==> config.mk <==
export PLATFORM = sky130hd
export DESIGN_NAME = loopback_req_detect
export DESIGN_NICKNAME = d
export VERILOG_FILES = /design/src/rtl/lbdet_pkg.sv /design/src/rtl/lbdet_ctrl.sv /design/src/rtl/lbdet_dp.sv /design/src/rtl/loopback_req_detect.sv
export SDC_FILE = /design/constraint.sdc
export NUM_CORES = 1
export LEC_CHECK = 0
export ABC_CLOCK_PERIOD_IN_PS = 2300
export BUFFER_PORTS_ARGS = -buffer_cell sky130_fd_sc_hd__buf_4
export CORE_UTILIZATION = 53
export CTS_CLUSTER_DIAMETER = 200
export DETAILED_ROUTE_END_ITERATION = 8
export PLACE_DENSITY = 0.78
export SETUP_SLACK_MARGIN = 0.3
export SLEW_MARGIN = 40
export SYNTH_ARGS = -nofsm -noshare
export SYNTH_HDL_FRONTEND = slang
export SYNTH_SLANG_ARGS = --single-unit
==> constraint.sdc <==
create_clock -name clk -period 2.3 [get_ports clk]
set_input_delay 0 -clock clk [delete_from_list [all_inputs] [get_ports clk]]
set_output_delay 0 -clock clk [all_outputs]
set_load 0.02 [all_outputs]
==> src/rtl/lbdet_pkg.sv <==
package lbdet_pkg;
  localparam int NUM_DS2    = 7;
  localparam int CH_PER_DS2 = 4;
  localparam int NUM_CH     = NUM_DS2 * CH_PER_DS2;
  localparam int RUN_LEN    = 5;
  localparam int CHAN_W     = $clog2(NUM_CH);
  localparam int CNT_W      = $clog2(RUN_LEN + 1);

  // Strobes from the control part to the datapath
  typedef struct packed {
    logic              hit;    // accepted sample, indicator value
    logic              miss;   // accepted sample, normal value
    logic              flush;  // sync lost: empty all run counters
    logic [CHAN_W-1:0] chan;
  } lbStrobe_t;
endpackage

==> src/rtl/lbdet_ctrl.sv <==
module lbdet_ctrl
  import lbdet_pkg::*;
(
  input  logic              clk,
  input  logic              rst_n,
  input  logic              sampleValid,
  input  logic [CHAN_W-1:0] sampleChan,
  input  logic              sampleKind,
  input  logic              sampleBit,
  input  logic [NUM_DS2-1:0] srcSel,
  input  logic              ds2Sync,
  input  logic              ds3Sync,
  output lbStrobe_t         strb
);
  localparam int DS2_W = $clog2(NUM_DS2 + 1);

  logic             inSync;
  logic             chanOk;
  logic [DS2_W-1:0] ds2Idx;
  logic             selKind;
  logic             take;

  always_comb begin
    inSync  = ds2Sync & ds3Sync;
    chanOk  = (32'(sampleChan) < NUM_CH);
    ds2Idx  = DS2_W'(32'(sampleChan) / CH_PER_DS2);
    selKind = 1'b0;
    for (int d = 0; d < NUM_DS2; d++)
      if (chanOk && (32'(ds2Idx) == d)) selKind = srcSel[d];
    take       = sampleValid & inSync & chanOk & (sampleKind == selKind);
    strb.hit   = take & sampleBit;
    strb.miss  = take & ~sampleBit;
    strb.flush = ~inSync;
    strb.chan  = sampleChan;
  end


  chan_range_chk: assert property (@(posedge clk) disable iff (!rst_n)
    (strb.hit || strb.miss) |-> (32'(sampleChan) < NUM_CH));


  sync_gate_chk: assert property (@(posedge clk) disable iff (!rst_n)
    (!ds2Sync || !ds3Sync) |-> !(strb.hit || strb.miss));
endmodule

==> src/rtl/lbdet_dp.sv <==
module lbdet_dp
  import lbdet_pkg::*;
(
  input  logic              clk,
  input  logic              rst_n,
  input  lbStrobe_t         strb,
  output logic [NUM_CH-1:0] reqFlags,
  output logic              reqChange
);
  logic [NUM_CH-1:0] flagNxt;

  for (genvar g = 0; g < NUM_CH; g++) begin : g_chan
    logic [CNT_W-1:0] setCnt;
    logic [CNT_W-1:0] clrCnt;
    logic             sel;

    assign sel = (32'(strb.chan) == g);

    always_comb begin
      flagNxt[g] = reqFlags[g];
      if (!strb.flush && sel) begin
        if (strb.hit && (32'(setCnt) >= RUN_LEN - 1))
          flagNxt[g] = 1'b1;
        else if (strb.miss && (32'(clrCnt) >= RUN_LEN - 1))
          flagNxt[g] = 1'b0;
      end
    end

    always_ff @(posedge clk) begin
      if (!rst_n) begin
        setCnt <= '0;
        clrCnt <= '0;
      end else if (strb.flush) begin
        setCnt <= '0;
        clrCnt <= '0;
      end else if (sel && strb.hit) begin
        if (32'(setCnt) < RUN_LEN) setCnt <= setCnt + 1'b1;
        clrCnt <= '0;
      end else if (sel && strb.miss) begin
        if (32'(clrCnt) < RUN_LEN) clrCnt <= clrCnt + 1'b1;
        setCnt <= '0;
      end
    end


    cnt_bound_chk: assert property (@(posedge clk) disable iff (!rst_n)
      (32'(setCnt) <= RUN_LEN) && (32'(clrCnt) <= RUN_LEN)
      && !((setCnt != '0) && (clrCnt != '0)));
  end

  always_ff @(posedge clk) begin
    if (!rst_n) begin
      reqFlags  <= '0;
      reqChange <= 1'b0;
    end else begin
      reqFlags  <= flagNxt;
      reqChange <= |(flagNxt ^ reqFlags);
    end
  end


  change_pulse_chk: assert property (@(posedge clk) disable iff (!rst_n)
    reqChange == (reqFlags != $past(reqFlags)));


  flush_hold_chk: assert property (@(posedge clk) disable iff (!rst_n)
    strb.flush |=> $stable(reqFlags));


  one_flip_chk: assert property (@(posedge clk) disable iff (!rst_n)
    $onehot0(reqFlags ^ $past(reqFlags)));
endmodule

==> src/rtl/loopback_req_detect.sv <==
module loopback_req_detect
  import lbdet_pkg::*;
(
  input  logic               clk,
  input  logic               rst_n,
  input  logic               sampleValid,
  input  logic [CHAN_W-1:0]  sampleChan,
  input  logic               sampleKind,
  input  logic               sampleBit,
  input  logic [NUM_DS2-1:0] srcSel,
  input  logic               ds2Sync,
  input  logic               ds3Sync,
  output logic [NUM_CH-1:0]  reqFlags,
  output logic               reqChange
);
  lbStrobe_t strb;

  lbdet_ctrl u_ctrl (
    .clk(clk), .rst_n(rst_n),
    .sampleValid(sampleValid), .sampleChan(sampleChan),
    .sampleKind(sampleKind), .sampleBit(sampleBit),
    .srcSel(srcSel), .ds2Sync(ds2Sync), .ds3Sync(ds3Sync),
    .strb(strb)
  );

  lbdet_dp u_dp (
    .clk(clk), .rst_n(rst_n), .strb(strb),
    .reqFlags(reqFlags), .reqChange(reqChange)
  );
endmodule

==> metrics.cfg, run 1 <==
[clock_network]
clk_pin_slew_ns=0.07
h-tree-depth=4
cts_tree=yes
post_cts_buffers=0
cts_buffers=17
cts.sink_count=197
insertion_delay_ns=0.43
clockBufferDepth=2
cts_root_buffer=clkbuf_16

[drt]
drc_errors=0
drt_first_pass_iters=7
dr_total_vias=11600
avgRoutedWirePerCell_um=18.7
routed_wl_mm=33.2
via_per_inst=6.56
ant_nets=0
drt-initial-drc-count=1265

[setup_path]
r2r-start=u_dp.reqFlags[26]$_SDFF_PN0_
reg2reg_to=u_dp.reqChange$_SDFF_PN0_
worstPathRequired_ns=2.65
cp-end-kind=register
crit_type=reg -> reg
cp.arrival_ns=2.29
rrSetupSlack_ns=0.37
cp-start-kind=register
cp_max_fo=4
reg2reg_depth=8

[hold_path]
hold_path.startpoint=ds3Sync
hold_depth=3
worstHoldEndpoint=u_dp.g_chan[20].setCnt[1]$_SDFFE_PN0P_
hp-class=in -> reg

[yosys]
ys_seq_area_share_pct=35.9
synth-seq-cells=197
netlist_instances=1379
synthArstFlopShare_pct=0
avgSynthCellArea_um2=7.97
netlist_area_mm2=0.0110
synthFlopType=dfxtp_1
yosysMostFrequentCell=dfxtp_1
synthDominantCellAreaShare_pct=35.9
ys_types=59
synth_largest_area_cell=dfxtp_1
yosys-top-cells-area=dfxtp_1 (36%), nand2_1 (6.6%), ha_1 (6.4%), a21oi_1 (6.0%), o21ai_0 (4.6%)
synth_edf_count=0
synth_top_cells_by_count=dfxtp_1 (197), nand2_1 (193), a21oi_1 (131)
yosysWarnings=0
synth_nets=1454

[place]
place_inst=1737
dpl.hpwl_mm=23.2
port_buffers=47
place_congestion=0.964
placed_area_mm2=0.0124

[final_layout]
fin_cells=1771
drive_above_1_share_pct=16.3
area_growth_pct=18.7
nNetsFinal=1563
antenna_cells=0
post-route-util_pct=64.2
nFillCells=1753
stdcell_area_mm2=0.0130

[sta]
finalCriticalPeriod_ns=1.93
setup_viol=0
maxSlewHeadroom_pct=68.3
worst_pin_slew_ns=0.474
period_share_pct=84.1
fmax_ghz=0.517
rsz0062_at_grt=yes
clock_skew_ns=0.00937
report.final.hold_viol_count=0
slew_viol_final=0

[global_route]
grt_pass1_wl_mm=53.8
met3_usage_pct=6.99
gr-total-overflow=0
grt_max_degree=41
antenna_found_initial=0
grt_pass1_vias=10500
grt_use_met1_pct=41.2
grtUsageTotal_pct=31.1
grt_util_met2_pct=49.4
grt_busiest_layer=met2

[flow_run]
maxCapViolCount=0

[die]
initial_utilization_pct=54.1
num_io_pins=48
rows=52
fp.coreArea_mm2=0.0203
die-height_um=146
fp.dieArea_mm2=0.0213
fp.dieW_um=146

[power_and_ir_drop]
power_density_mw_per_mm2=535
leakagePower_uw=0.00422
power_uw=6970
vdd_drop_max_mv=0.494

[run_status]
status=completed

layout by cell type, fill, tap and decap left out, drive strengths merged, types with 8 or more instances in the layout:
cell type	instances
and4	22
buf	162
a21o	10
nand2	194
nand3	58
o311ai	13
a21oi	132
a211oi	46
or3	9
inv	42
a32oi	10
ha	56
o211ai	8
nor3	40
nor4	33
a2111oi	14
nor4b	11
and3	10
o22ai	8
nor2	100
nand4	31
dfxtp	197
clkbuf	21
a211o	17
a31oi	41
a311oi	31
o21ai	102
worst max-delay path by stage:
stage | from | to | slack [ns] | cells after the start
floorplan | sampleChan[4] | u_dp.g_chan[14].clrCnt[1]$_SDFFE_PP0P_ | 0.20 | 10
global placement | sampleChan[4] | u_dp.g_chan[12].setCnt[2]$_SDFFE_PN0P_ | -0.03 | 11
detailed placement | sampleChan[4] | u_dp.g_chan[14].setCnt[2]$_SDFFE_PN0P_ | -0.05 | 9
CTS | u_dp.g_chan[2].setCnt[2]$_SDFFE_PN0P_ | u_dp.reqChange$_SDFF_PN0_ | 0.32 | 8
global route | u_dp.reqFlags[27]$_SDFF_PN0_ | u_dp.reqChange$_SDFF_PN0_ | 0.21 | 7
finish | u_dp.reqFlags[26]$_SDFF_PN0_ | u_dp.reqChange$_SDFF_PN0_ | 0.37 | 8
area by class of cell:
type | instances | area (um2) | share of cell area [%]
tap | 270 | 338 | 2.59
clock buffer | 21 | 460 | 3.53
sequential | 197 | 3950 | 30.3
timing repair buffer | 164 | 1350 | 10.3
multi-input combinational | 1066 | 6630 | 50.9
inverter | 42 | 158 | 1.21
clock inverter | 11 | 151 | 1.16
worst max-delay path, stage by stage (launching register included):
cell	delay (ns)
dfxtp_1	0.38
nand2_1	0.08
o21ai_0	0.28
nand4_1	0.17
and3_1	0.18
o311ai_0	0.33
buf_4	0.17
o21ai_1	0.09
a31oi_1	0.16
sequential cells by signal, indices dropped and copies added (netlist names):
name	count
u_dp.reqFlags	28
u_dp.g_chan.setCnt	84
u_dp.reqChange	1
u_dp.g_chan.clrCnt	84
report_power, final:
part	total (uW)	internal, uW	leakage (uW)	switching, uW
Sequential	3410	3410	0.00159	0.483
Combinational	423	145	0.00234	278
Clock	3140	1780	0.000297	1360
Total	6970	5330	0.00422	1640
logic make-up after synthesis:
logic type,Yosys count,share of synthesized area [%]
and+or+nand+nor,542,25.5
AOI/OAI and AO/OA,465,27.3
DFF,197,35.9
buffers and inverters,116,4.60
adders and majority gates,56,6.38
muxes,3,0.308
repair_timing:
action,4_1_cts,5_1_grt
setup endpoints to repair,1,12
hold buffers,2,0
cloned,0,0
hold endpoints to repair,9,0
gates resized for setup,2,10
metrics by stage:
stage | hold WS (ns) | TNS [ns] | setup slack, ns
2_1_floorplan | 0.142 | 0 | 0.200
3_3_place_gp | 0.346 | -0.0293 | -0.0293
3_5_place_dp | 0.345 | -0.233 | -0.0505
4_1_cts | 0.0950 | 0 | 0.319
5_1_grt | 0.127 | 0 | 0.210
6_report | 0.115 | 0 | 0.366
routing by layer:
metal	vias up	wire length [um]	part of all wire (%)
met1	5450	13900	42
met2	559	15100	45
met4	0	1150	3.5
met3	105	3080	9.3
met5	-	0	0
li1	5498	-	-
Power figures use the tool's default switching activity.
==> inputs of run 2 (changes only) <==
ABC_AREA = 1   (was default)
ABC_CLOCK_PERIOD_IN_PS = 2000   (was 2300)
clock period = 2 ns   (was 2.3 ns; I/O delays follow)
==> run 2 against run 1 <==
Effect of this change:
- non-clock buffer count shrank 57
- clock power increased by 13%
- worst setup slack got worse by 0.050 ns
- synthesized cell count rose by 19%
- area after synthesis up 0.25%
- critical path depth is 9 higher
- routed wire length down 17%
- clock skew decreased by 0.0030 ns
- hold slack better by 0.041 ns
- via count is 6.8% lower
- largest cell class unchanged
- largest power group unchanged
- highest routed layer unchanged
==> metrics.cfg, run 2 <==
[run_status]
status=completed

[die]
fp.coreArea_mm2=0.0203  ; unchanged
rows=52  ; unchanged
fp.dieW_um=146  ; +0.12%
die-height_um=146  ; +0.12%
fp.dieArea_mm2=0.0214  ; +0.25%
initial_utilization_pct=54.2  ; +0.14 points
num_io_pins=48  ; unchanged

[clock_network]
insertion_delay_ns=0.44  ; about the same
cts_root_buffer=clkbuf_16
h-tree-depth=4  ; unchanged
clockBufferDepth=2  ; unchanged
cts.sink_count=197  ; unchanged
cts_tree=yes
clk_pin_slew_ns=0.07  ; about the same
cts_buffers=17  ; unchanged

[power_and_ir_drop]
leakagePower_uw=0.00535  ; +27%
power_uw=7800  ; +12%
power_density_mw_per_mm2=603  ; +13%
vdd_drop_max_mv=0.557  ; +13%

[yosys]
avgSynthCellArea_um2=6.71  ; -16%
netlist_area_mm2=0.0110  ; +0.25%
ys_seq_area_share_pct=35.8  ; -0.090 points
yosysMostFrequentCell=nand2_1
ys_types=38  ; -36%
synth-seq-cells=197  ; unchanged
synthFlopType=dfxtp_1
synth_top_cells_by_count=nand2_1 (359), inv_1 (212), a21oi_1 (206)
yosys-top-cells-area=dfxtp_1 (36%), nand2_1 (12%), a21oi_1 (9.4%), inv_1 (7.2%), nor2_1 (6.5%)
synthArstFlopShare_pct=0  ; unchanged
netlist_instances=1640  ; +19%
synth_edf_count=0  ; unchanged
synth_nets=1715  ; +18%
synthDominantCellAreaShare_pct=35.8  ; -0.090 points
yosysWarnings=0  ; unchanged
synth_largest_area_cell=dfxtp_1

[setup_path]
crit_type=in -> reg
cp_max_fo=5  ; +1
worstPathRequired_ns=2.31  ; -0.34 ns
reg2reg_depth=11  ; +3
cp-end-kind=register
r2r-start=u_dp.g_chan[14].setCnt[2]$_SDFFE_PN0P_
cp-start-kind=primary input
cp.arrival_ns=2.00  ; -0.29 ns
reg2reg_to=u_dp.reqChange$_SDFF_PN0_
rrSetupSlack_ns=0.38  ; about the same

[sta]
fmax_ghz=0.594
worst_pin_slew_ns=0.453  ; -0.0210 ns
report.final.hold_viol_count=0  ; unchanged
maxSlewHeadroom_pct=69.7  ; +1.5 points
period_share_pct=84.2
finalCriticalPeriod_ns=1.68
clock_skew_ns=0.00634  ; -0.00303 ns
slew_viol_final=0  ; unchanged
rsz0062_at_grt=yes
setup_viol=0  ; unchanged

[global_route]
grt_pass1_vias=9944  ; -5.6%
antenna_found_initial=0  ; unchanged
gr-total-overflow=0  ; unchanged
grtUsageTotal_pct=25.9  ; -5.3 points
grt_max_degree=40  ; -2.4%
grt_pass1_wl_mm=45.3  ; -16%

[final_layout]
layout_common_cells=nand2_1 (350), inv_1 (207), a21oi_1 (199)
area_growth_pct=17.5
largestRegisters=u_dp.g_chan.clrCnt x84, u_dp.g_chan.setCnt x84, u_dp.reqFlags x28
drive_above_1_share_pct=15.6  ; -0.63 points
nNetsFinal=1805  ; +15%
stdcell_area_mm2=0.0129  ; -0.73%
fin_cells=2012  ; +14%
post-route-util_pct=63.8  ; -0.47 points
final_common_cell=nand2_1

[drt]
drc_errors=0  ; unchanged
via_per_inst=5.38  ; -18%
drt_first_pass_iters=6  ; -1
ant_nets=0  ; unchanged
drt-initial-drc-count=685  ; -46%
dr_total_vias=10800  ; -6.8%
routed_wl_mm=27.7  ; -17%
avgRoutedWirePerCell_um=13.8  ; -27%

[place]
place_congestion=0.854  ; -11%
port_buffers=47  ; unchanged
dpl.hpwl_mm=19.5  ; -16%
place_inst=1965  ; +13%
placed_area_mm2=0.0120  ; -3.3%

[flow_run]
maxCapViolCount=0  ; unchanged

[hold_path]
worstHoldEndpoint=u_dp.reqFlags[25]$_SDFF_PN0_
hold_depth=4  ; +1
hold_path.startpoint=rst_n
hp-class=in -> reg

==> run 2: cell types whose count changed after synthesis, sizes merged, moves of 22 or more <==
cell and delta:
nor2 +124, a21oi +82, nor4 -32, or2 +24
and4 -22, inv +197, a311oi -31, a31oi -36
nand2 +166, a211oi -43, clkbuf -32
==> run 2: final cells by class <==
class	count	area [um2]
fillers	1805	7360
multi-input cells	1166	6130
flip-flops and latches	197	3950
repair buffers	107	1010
inverters	241	915
clock buffers	18	439
well taps	270	338
clock inverters	12	154
diodes	1	2.50
==> run 2: worst max-delay path by stage <==
stage,startpoint,to,slack (ns),cells after the start
3_3_place_gp,sampleChan[2],u_dp.reqChange$_SDFF_PN0_,0.02,20
4_1_cts,sampleBit,u_dp.g_chan[7].clrCnt[1]$_SDFFE_PP0P_,0.39,10
6_report,sampleBit,u_dp.reqChange$_SDFF_PN0_,0.32,17
2_1_floorplan,sampleChan[2],u_dp.reqChange$_SDFF_PN0_,0.37,18
3_5_place_dp,sampleChan[2],u_dp.reqChange$_SDFF_PN0_,-0.03,20
5_1_grt,srcSel[5],u_dp.g_chan[9].setCnt[2]$_SDFFE_PN0P_,0.24,19
==> run 2: report_power, final <==
part | internal (uW) | total [uW] | switching, uW
registers | 3920 | 3920 | 0.124
logic | 109 | 343 | 233
clock network | 1990 | 3540 | 1550
total | 6020 | 7800 | 1780
==> run 2: cells by family (layout without fill, tap and decap cells) <==
group	Yosys count	count (layout)	synth area share (%)
other cells	0	1	0
buf+inv	277	378	9.93
compound gates	327	327	15.8
fa+ha+maj	56	56	6.36
simple gates	771	771	31.2
flops	197	197	35.8
xor+xnor	12	12	0.954
==> run 2: critical path: stages <==
cell,delay (ns)
dlygate4sd3_1,0.56
buf_6,0.14
inv_4,0.07
nor2_4,0.06
buf_6,0.13
clkbuf_16,0.15
buf_4,0.15
nand2_1,0.05
nand2_1,0.04
nand2_1,0.07
inv_2,0.05
nor2_4,0.11
nand2_2,0.09
nor2_2,0.09
nand2_1,0.07
nor2_2,0.11
nor2_1,0.04
==> run 2: routing by layer <==
metal	global-route usage [%]	up-vias	wire, um
met4	9.69	0	806
li1	-	5502	-
met1	32.4	4993	12100
met5	0	-	0
met2	44.3	272	13200
met3	4.44	57	1590
==> run 2: what timing repair did <==
| action | CTS | global route |
|---|---|---|
| endpoints found under the hold margin | 1 | 0 |
| setup buffers | 0 | 11 |
| hold buffers | 1 | 0 |
| endpoints found under the setup margin | 0 | 44 |
| gates resized for setup | 0 | 59 |
==> run 2: per-stage QoR <==
stage                     setup TNS, ns  setup slack, ns  hold WS (ns)
after floorplan                       0            0.366         0.209
after global placement                0           0.0152         0.393
after detailed placement        -0.0285          -0.0285         0.388
after CTS                             0            0.387        0.0411
after global routing                  0            0.243         0.190
final                                 0            0.316         0.156
